## src/rtl/ofb_pkg.sv

```systemverilog
// Shared types for the OFB wrapper and its cipher core.
package ofb_pkg;
    // Sequencing states of the iterative cipher core.
    typedef enum logic [1:0] {
        CORE_IDLE = 2'd0,
        CORE_RUN  = 2'd1,
        CORE_DONE = 2'd2
    } core_st_e;
endpackage

```

## src/rtl/arx_round.sv

```systemverilog
// One ARX round: rotate right, add, XOR key; then rotate left, XOR.
// Assumes 0 < RA < W and 0 < RB < W. Purely combinational.
module arx_round #(
    parameter int W  = 16,
    parameter int RA = 7,
    parameter int RB = 2
) (
    input  logic [W-1:0] a_in,
    input  logic [W-1:0] b_in,
    input  logic [W-1:0] k_in,
    output logic [W-1:0] a_out,
    output logic [W-1:0] b_out
);
    logic [W-1:0] a_rot;
    logic [W-1:0] b_rot;

    // rotations and mixing
    always_comb begin
        a_rot = (a_in >> RA) | (a_in << (W - RA));
        b_rot = (b_in << RB) | (b_in >> (W - RB));
        a_out = (a_rot + b_in) ^ k_in;
        b_out = b_rot ^ a_out;
    end
endmodule

```

## src/rtl/sync_fifo.sv

```systemverilog
// Synchronous FIFO with a flush input. Assumes DEPTH is a power of two,
// and that the user never pushes when full or pops when empty.
module sync_fifo #(
    parameter int DW    = 32,
    parameter int DEPTH = 4
) (
    input  logic          clk,
    input  logic          rst_n,
    input  logic          flush,
    input  logic          push,
    input  logic [DW-1:0] din,
    input  logic          pop,
    output logic [DW-1:0] dout,
    output logic          full,
    output logic          empty
);
    localparam int AW = $clog2(DEPTH);

    logic [DW-1:0] mem_q [DEPTH];
    logic [AW-1:0] wp_q, rp_q;
    logic [AW:0]   cnt_q;

    assign full  = (cnt_q == (AW+1)'(DEPTH));
    assign empty = (cnt_q == '0);
    assign dout  = mem_q[rp_q];

    // storage write
    always_ff @(posedge clk) begin
        if (push) mem_q[wp_q] <= din;
    end

    // pointer and occupancy bookkeeping
    always_ff @(posedge clk) begin
        if (!rst_n || flush) begin
            wp_q  <= '0;
            rp_q  <= '0;
            cnt_q <= '0;
        end else begin
            if (push) wp_q <= wp_q + 1'b1;
            if (pop)  rp_q <= rp_q + 1'b1;
            cnt_q <= cnt_q + (AW+1)'(push) - (AW+1)'(pop);
        end
    end


    fifo_push_chk: assert property (@(posedge clk) disable iff (!rst_n) push |-> !full);

    fifo_pop_chk: assert property (@(posedge clk) disable iff (!rst_n) pop |-> !empty);
endmodule

```

## src/rtl/arx_core.sv

```systemverilog
// Iterative ARX block cipher, encryption only, one round per cycle.
// The round keys are generated on the fly by a second round instance.
// The master key is held so that every block restarts the schedule.
// A block is accepted in IDLE, or in DONE when its result is taken in
// the same cycle. A key write is allowed only together with or before
// a start while idle; a key written with a start is used at once.
module arx_core
    import ofb_pkg::*;
#(
    parameter int W  = 16,
    parameter int M  = 4,
    parameter int T  = 22,
    parameter int RA = 7,
    parameter int RB = 2
) (
    input  logic           clk,
    input  logic           rst_n,
    input  logic           key_we,
    input  logic [M*W-1:0] key,
    input  logic           in_valid,
    output logic           in_ready,
    input  logic [2*W-1:0] in_blk,
    output logic           res_valid,
    input  logic           res_ready,
    output logic [2*W-1:0] res_blk
);
    localparam int BW = 2 * W;
    localparam int RW = $clog2(T);
    localparam int LN = M - 1;

    core_st_e       st_q;
    logic [RW-1:0]  rnd_q;
    logic [W-1:0]   x_q, y_q, k_q;
    logic [W-1:0]   l_q [LN];
    logic [M*W-1:0] key_q;

    logic [M*W-1:0] key_src;
    logic [W-1:0]   x_nx, y_nx, l_nx, k_nx;
    logic           start;

    assign in_ready  = (st_q == CORE_IDLE) || (st_q == CORE_DONE && res_ready);
    assign res_valid = (st_q == CORE_DONE);
    assign res_blk   = {x_q, y_q};
    assign start     = in_valid && in_ready;
    assign key_src   = key_we ? key : key_q;

    arx_round #(.W(W), .RA(RA), .RB(RB)) u_data (
        .a_in(x_q), .b_in(y_q), .k_in(k_q), .a_out(x_nx), .b_out(y_nx)
    );

    arx_round #(.W(W), .RA(RA), .RB(RB)) u_sched (
        .a_in(l_q[0]), .b_in(k_q), .k_in(W'(rnd_q)), .a_out(l_nx), .b_out(k_nx)
    );

    // master key holding register
    always_ff @(posedge clk) begin
        if (!rst_n)      key_q <= '0;
        else if (key_we) key_q <= key;
    end

    // round sequencing, data and key-schedule state
    always_ff @(posedge clk) begin
        if (!rst_n) begin
            st_q  <= CORE_IDLE;
            rnd_q <= '0;
            x_q   <= '0;
            y_q   <= '0;
            k_q   <= '0;
            for (int j = 0; j < LN; j++) l_q[j] <= '0;
        end else if (start) begin
            st_q  <= CORE_RUN;
            rnd_q <= '0;
            x_q   <= in_blk[BW-1:W];
            y_q   <= in_blk[W-1:0];
            k_q   <= key_src[W-1:0];
            for (int j = 0; j < LN; j++) l_q[j] <= key_src[(j+1)*W +: W];
        end else if (st_q == CORE_RUN) begin
            x_q   <= x_nx;
            y_q   <= y_nx;
            k_q   <= k_nx;
            for (int j = 0; j < LN - 1; j++) l_q[j] <= l_q[j+1];
            l_q[LN-1] <= l_nx;
            rnd_q <= rnd_q + 1'b1;
            if (rnd_q == RW'(T - 1)) st_q <= CORE_DONE;
        end else if (st_q == CORE_DONE && res_ready) begin
            st_q <= CORE_IDLE;
        end
    end


    core_key_idle_chk: assert property (@(posedge clk) disable iff (!rst_n)
        key_we |-> (st_q == CORE_IDLE));

    core_rnd_range_chk: assert property (@(posedge clk) disable iff (!rst_n)
        (st_q == CORE_RUN) |-> (rnd_q < RW'(T)));

    core_hold_chk: assert property (@(posedge clk) disable iff (!rst_n)
        (res_valid && !res_ready) |=> (res_valid && $stable(res_blk)));
endmodule

```

## src/rtl/ofb_wrap.sv

```systemverilog
// OFB session controller around one ARX encryption core.
// A load puts the key into the core and sends the vector as its first
// block. Every core result is returned to the core and XORed with one
// queued message block, but only when a message block is waiting and
// the output FIFO has room. restart clears the session and flushes the
// message FIFO. While no session is active, core results are dropped.
module ofb_wrap
    import ofb_pkg::*;
#(
    parameter int W         = 16,
    parameter int M         = 4,
    parameter int T         = 22,
    parameter int RA        = 7,
    parameter int RB        = 2,
    parameter int MSG_DEPTH = 4,
    parameter int OUT_DEPTH = 4
) (
    input  logic           clk,
    input  logic           rst_n,
    input  logic           restart,
    input  logic           ld_valid,
    output logic           ld_ready,
    input  logic [M*W-1:0] ld_key,
    input  logic [2*W-1:0] ld_iv,
    input  logic           msg_valid,
    output logic           msg_ready,
    input  logic [2*W-1:0] msg_data,
    output logic           out_valid,
    input  logic           out_ready,
    output logic [2*W-1:0] out_data
);
    localparam int BW = 2 * W;

    logic          started_q;
    logic          c_in_valid, c_in_ready, c_res_valid, c_res_ready;
    logic [BW-1:0] c_in_blk, c_res_blk;
    logic          m_full, m_empty, o_full, o_empty;
    logic [BW-1:0] m_dout;
    logic          ld_fire, ks_fire, core_idle;

    // handshake and keystream-step decisions
    always_comb begin
        core_idle   = c_in_ready && !c_res_valid;
        ld_ready    = !started_q && core_idle && !restart;
        ld_fire     = ld_valid && ld_ready;
        ks_fire     = started_q && !restart && c_res_valid && !m_empty && !o_full;
        c_res_ready = ks_fire || !started_q;
        c_in_valid  = ks_fire || ld_fire;
        c_in_blk    = ld_fire ? ld_iv : c_res_blk;
        msg_ready   = !m_full && !restart;
        out_valid   = !o_empty;
    end

    // session flag
    always_ff @(posedge clk) begin
        if (!rst_n || restart) started_q <= 1'b0;
        else if (ld_fire)      started_q <= 1'b1;
    end

    arx_core #(.W(W), .M(M), .T(T), .RA(RA), .RB(RB)) u_core (
        .clk(clk), .rst_n(rst_n),
        .key_we(ld_fire), .key(ld_key),
        .in_valid(c_in_valid), .in_ready(c_in_ready), .in_blk(c_in_blk),
        .res_valid(c_res_valid), .res_ready(c_res_ready), .res_blk(c_res_blk)
    );

    sync_fifo #(.DW(BW), .DEPTH(MSG_DEPTH)) u_msg_q (
        .clk(clk), .rst_n(rst_n), .flush(restart),
        .push(msg_valid && msg_ready), .din(msg_data),
        .pop(ks_fire), .dout(m_dout), .full(m_full), .empty(m_empty)
    );

    sync_fifo #(.DW(BW), .DEPTH(OUT_DEPTH)) u_out_q (
        .clk(clk), .rst_n(rst_n), .flush(1'b0),
        .push(ks_fire), .din(c_res_blk ^ m_dout),
        .pop(out_valid && out_ready), .dout(out_data), .full(o_full), .empty(o_empty)
    );


    ld_sets_chk: assert property (@(posedge clk) disable iff (!rst_n)
        ld_fire |=> started_q);

    restart_clr_chk: assert property (@(posedge clk) disable iff (!rst_n)
        restart |=> !started_q);

    core_accept_chk: assert property (@(posedge clk) disable iff (!rst_n)
        c_in_valid |-> c_in_ready);

    ks_hold_chk: assert property (@(posedge clk) disable iff (!rst_n)
        (started_q && c_res_valid && m_empty) |=> c_res_valid);
endmodule

```

## config.mk

```make
export PLATFORM = sky130hd
export DESIGN_NAME = ofb_wrap
export DESIGN_NICKNAME = d
export VERILOG_FILES = /design/src/rtl/ofb_pkg.sv /design/src/rtl/arx_round.sv /design/src/rtl/sync_fifo.sv /design/src/rtl/arx_core.sv /design/src/rtl/ofb_wrap.sv
export SDC_FILE = /design/constraint.sdc
export NUM_CORES = 1
export LEC_CHECK = 0
export CAP_MARGIN = 20
export CORE_MARGIN = 1
export CORE_UTILIZATION = 45
export CTS_BUF_LIST = sky130_fd_sc_hd__clkbuf_8
export DETAILED_ROUTE_END_ITERATION = 8
export GPL_ROUTABILITY_DRIVEN = 0
export PLACE_DENSITY = 0.67
export RECOVER_POWER = 50
export SYNTH_ARGS = -nofsm -noshare
export SYNTH_HDL_FRONTEND = slang
export SYNTH_SLANG_ARGS = --single-unit
export TNS_END_PERCENT = 10
```

## constraint.sdc

```tcl
create_clock -name clk -period 4.6 [get_ports clk]
set_input_delay 1.15 -clock clk [delete_from_list [all_inputs] [get_ports clk]]
set_output_delay 1.15 -clock clk [all_outputs]
set_load 0.01 [all_outputs]
```

==> out/results.tsv, run 1 <==
stage	metric	value	unit
power_and_ir_drop	p_comb_share	18.6	%
global_routing	grt_use_total	21.52	%
yosys	ys_types	53	
sta	max_slew_margin	-37.70	%
floorplanning	placementRows	74	
critical_path	reg2regPathDepth	11	
route	routed_wirelength	45570	microns
global_routing	grtUsageMet1	31.85	%
yosys	synth-edff-count	304	
critical_path	end_kind	flop	
power_and_ir_drop	power.leakage	7.988	nW
power_and_ir_drop	internal_power	6.905	mW
run_status	status	finished with violations	
critical_path	startpoint_type	primary input	
clocking	clk_path_buf_depth	3	
yosys	synth-seq-cells	442	
critical_path	path_cells	dlygate4sd3_1 -> clkinvlp_2 -> clkbuf_1 -> clkbuf_1 -> o22ai_1	
min_path	worstHoldPathType	reg -> reg	
sta	rsz0062_at_grt	false	
layout	fin_nets	1806	
sta	fin_skew	0.03431	ns
route	ant_nets	0	
sta	totalNegativeSetupSlack	0	ns
critical_path	cpMostUsedCell	clkbuf_1	
yosys	syn_area_per_cell	13.24	sq um
route	wl_per_cell	20.58	microns
global_routing	grt-busiest-layer	met2	
yosys	synthCells	1428	
critical_path	slowest_delay	1.09	ns
floorplanning	die_area	0.04284	sq mm
power_and_ir_drop	p_switching	2.584	mW
power_and_ir_drop	power_frac_seq	48.6	%
critical_path	crit_cells	5	
clocking	ctsHoldBuffers	0	
placed_design	dp_hpwl	31640	microns
sta	layout_setup_ws	0.4326	ns
route	drc	10	
route	drtIter0Drc	1017	
floorplanning	ios	169	
clocking	cts_tree	done	
global_routing	antenna_found_initial	3	
floorplanning	core	0.04111	sq mm
sta	setup_viol	0	
floorplanning	start_util	45.99	%
route	viasPerCell	5.436	
power_and_ir_drop	power.share.clock	32.8	%
clocking	cts_root_buf	clkbuf_8	
critical_path	crit_fanout	28	
yosys	yosys_warnings	0	
clocking	cts_setup_buffers	0	
floorplanning	fp.dieH	207.0	microns
layout	drive_gt1_share	11.24	%
clocking	clk_latency	0.61	ns
sta	tightest_slew	2.066	ns
global_routing	met2_usage	32.01	%
yosys	syn-cell-area	0.01891	sq mm
critical_path	crit_arrival	4.58	ns
yosys	syn_nets	1610	
yosys	synthFlopType	edfxtp_1	
run	cap_violations	5	
power_and_ir_drop	powerDensity	422.2	mW/mm^2
sta	period_minus_slack	4.167	ns
layout	synthToLayoutAreaGrowth	18.88	%
global_routing	grt_pass1_vias	11878	
global_routing	grt.overflow.total	0	
global_routing	grt_pass1_wl	68500	microns
sta	fin_crit_sh	90.59	%
clocking	clk_pin_slew_worst_paths	0.06	ns
critical_path	slowest_stage	clkbuf_1	
sta	max_freq	0.2400	GHz
floorplanning	die_x	207.0	microns
sta	hold_viol_final	0	
run_status	violations	design-rule violations, max-capacitance violations, max-slew violations	
route	dr.pass1.iters	9	
yosys	async_reset_ff_share	0	%
sta	drv_slew	165	
critical_path	required	5.02	ns
power_and_ir_drop	vdd_drop_max	0.2306	mV
clocking	cts_sinks	442	
critical_path	crit_type	in -> reg	
min_path	hold_depth	2	
power_and_ir_drop	switching_share	27.23	%
critical_path	cp.buffers_inverters	4	
route	vias	12035	
clocking	cts_buffers	71	
global_routing	grt_max_degree	50	
clocking	cts_resized	0	
clocking	htreeDepth	3	
global_routing	grt_use_met3	4.082	%
critical_path	crit_family	buffers and inverters	
placed_design	port_buffers	168	
yosys	ys_seq_area_share	62.90	%
placed_design	place_ws	0.7894	ns
sequential cells by signal, summed over array words and instances (netlist names), 3 cells and up, named ones only:
| register | count |
|---|---|
| u_msg_q.mem_q | 128 |
| u_core.x_q | 16 |
| u_core.y_q | 16 |
| u_core.l_q | 48 |
| u_core.rnd_q | 5 |
| u_msg_q.cnt_q | 3 |
| u_out_q.cnt_q | 3 |
| u_core.k_q | 16 |
| u_out_q.mem_q | 128 |
| u_core.key_q | 64 |
stage by stage:
stage / hold slack [ns] / area [sq um] / std cells / power, mW / util, %
2_1_floorplan: 0.4366 / 18910 / 1428 / 5.762 / -
3_3_place_gp: 0.4422 / 21190 / 2083 / 6.443 / 51.54
3_5_place_dp: 0.4507 / 21190 / 2083 / 6.472 / 51.54
4_1_cts: 0.4596 / 22510 / 2213 / 9.593 / 54.76
5_1_grt: 0.4701 / 22470 / 2213 / 9.912 / 54.67
6_report: 0.4607 / 22480 / 2214 / 9.489 / 54.67
cells in the mapped netlist, types with 13 or more instances:
cell / number / area share [%]
dfxtp_1: 138 / 15
and2_1: 13 / 0.43
nor2_1: 97 / 1.9
mux4_2: 64 / 7.6
clkbuf_1: 41 / 0.81
a22o_1: 49 / 2.3
o21ai_0: 37 / 0.98
ha_1: 44 / 2.9
mux2i_1: 13 / 0.69
nand2_1: 187 / 3.7
edfxtp_1: 304 / 48
xor2_1: 71 / 3.3
inv_1: 30 / 0.60
a21oi_1: 121 / 3.2
xnor2_1: 55 / 2.5
nand3_1: 14 / 0.37
buf_2: 16 / 0.42
metal layers:
| metal | wire [microns] | up-vias | share of wire [%] |
|---|---|---|---|
| met4 | 840 | 2 | 1.8 |
| met5 | 13 | - | 0.029 |
| met1 | 20900 | 5916 | 46 |
| met2 | 20650 | 390 | 45 |
| li1 | - | 5666 | - |
| met3 | 3172 | 61 | 7.0 |
tightest hold or removal path, cell delays in order (launching register included):
cell	delay, ns
dfxtp_1	0.31
nand2_1	0.05
a21oi_1	0.05
path summary, 6_finish.rpt:
check             slack [ns]                  startpoint                     endpoint
setup / recovery        0.43                       rst_n  u_core.k_q[10]$_SDFFE_PN0P_
hold / removal          0.46  u_core.key_q[7]$_SDFF_PN0_   u_core.key_q[7]$_SDFF_PN0_
setup reg to reg        1.54  u_core.k_q[0]$_SDFFE_PN0P_  u_core.k_q[12]$_SDFFE_PN0P_
hold reg to reg         0.46  u_core.key_q[7]$_SDFF_PN0_   u_core.key_q[7]$_SDFF_PN0_
layout by cell type, fill, tap and decap left out, types with 3 or more instances in the layout:
cell and count:
o21ai_0 37, nand2_1 186, a21o_1 7, clkbuf_8 76, nor2b_1 3, nand3_1 13
a311oi_1 3, a21oi_1 121, dfxtp_1 136, o31ai_1 3, a22o_1 49, nor4_1 5
clkinv_1 8, nor2_1 94, fa_1 4, and3_1 7, ha_1 44, a211oi_1 6
a221oi_1 3, mux2i_1 13, a31oi_1 11, xnor2_1 55, clkbuf_1 6, xor2_1 71
dlygate4sd3_1 34, inv_1 63, nor3_1 10, clkdlybuf4s50_1 134, nand4_1 3, o221ai_1 3
o211ai_1 10, or3_1 8, buf_4 21, o22ai_1 7, edfxtp_1 304, and2_1 11
nand2b_1 6, clkinv_2 4, mux4_2 64
area by class of cell:
cell class / instances / area [sq um]
diodes: 1 / 2.502
fillers: 3431 / 18630
clock buffers: 76 / 1046
flip-flops and latches: 442 / 11890
well taps: 532 / 665.6
repair buffers: 197 / 1902
inverters: 30 / 113.9
multi-input cells: 882 / 6575
clock inverters: 54 / 276.5
power groups by stage:
stage / registers, mW / logic (mW) / clock network (mW)
floorplan: 4.62 / 1.14 / 0
global placement: 4.69 / 1.76 / 0
detailed placement: 4.69 / 1.78 / 0
CTS: 4.61 / 1.79 / 3.19
global route: 4.62 / 1.93 / 3.37
finish: 4.61 / 1.77 / 3.11
logic make-up (layout without fill, tap and decap cells):
group           Yosys count  in the layout  share of synthesized area, %
flops                   442            442                         62.90
simple gates            357            357                         7.942
compound gates          274            274                         9.305
xor+xnor                126            126                         5.837
buf+inv                 104            357                         2.369
mux                      77             77                         8.312
fa+ha+maj                48             48                         3.336
other cells               0              1                             0
No activity file was read; power rests on OpenSTA's default activity.
==> inputs of run 2 (changes only) <==
--- a/config.mk
+++ b/config.mk
@@ -5,6 +5,7 @@
 export SDC_FILE = /design/constraint.sdc
 export NUM_CORES = 1
 export LEC_CHECK = 0
+export ABC_AREA = 0
 export CAP_MARGIN = 20
 export CORE_MARGIN = 1
 export CORE_UTILIZATION = 45
==> results of run 2 <==
The final DEF is identical to that of run 1; final timing and power are the same.
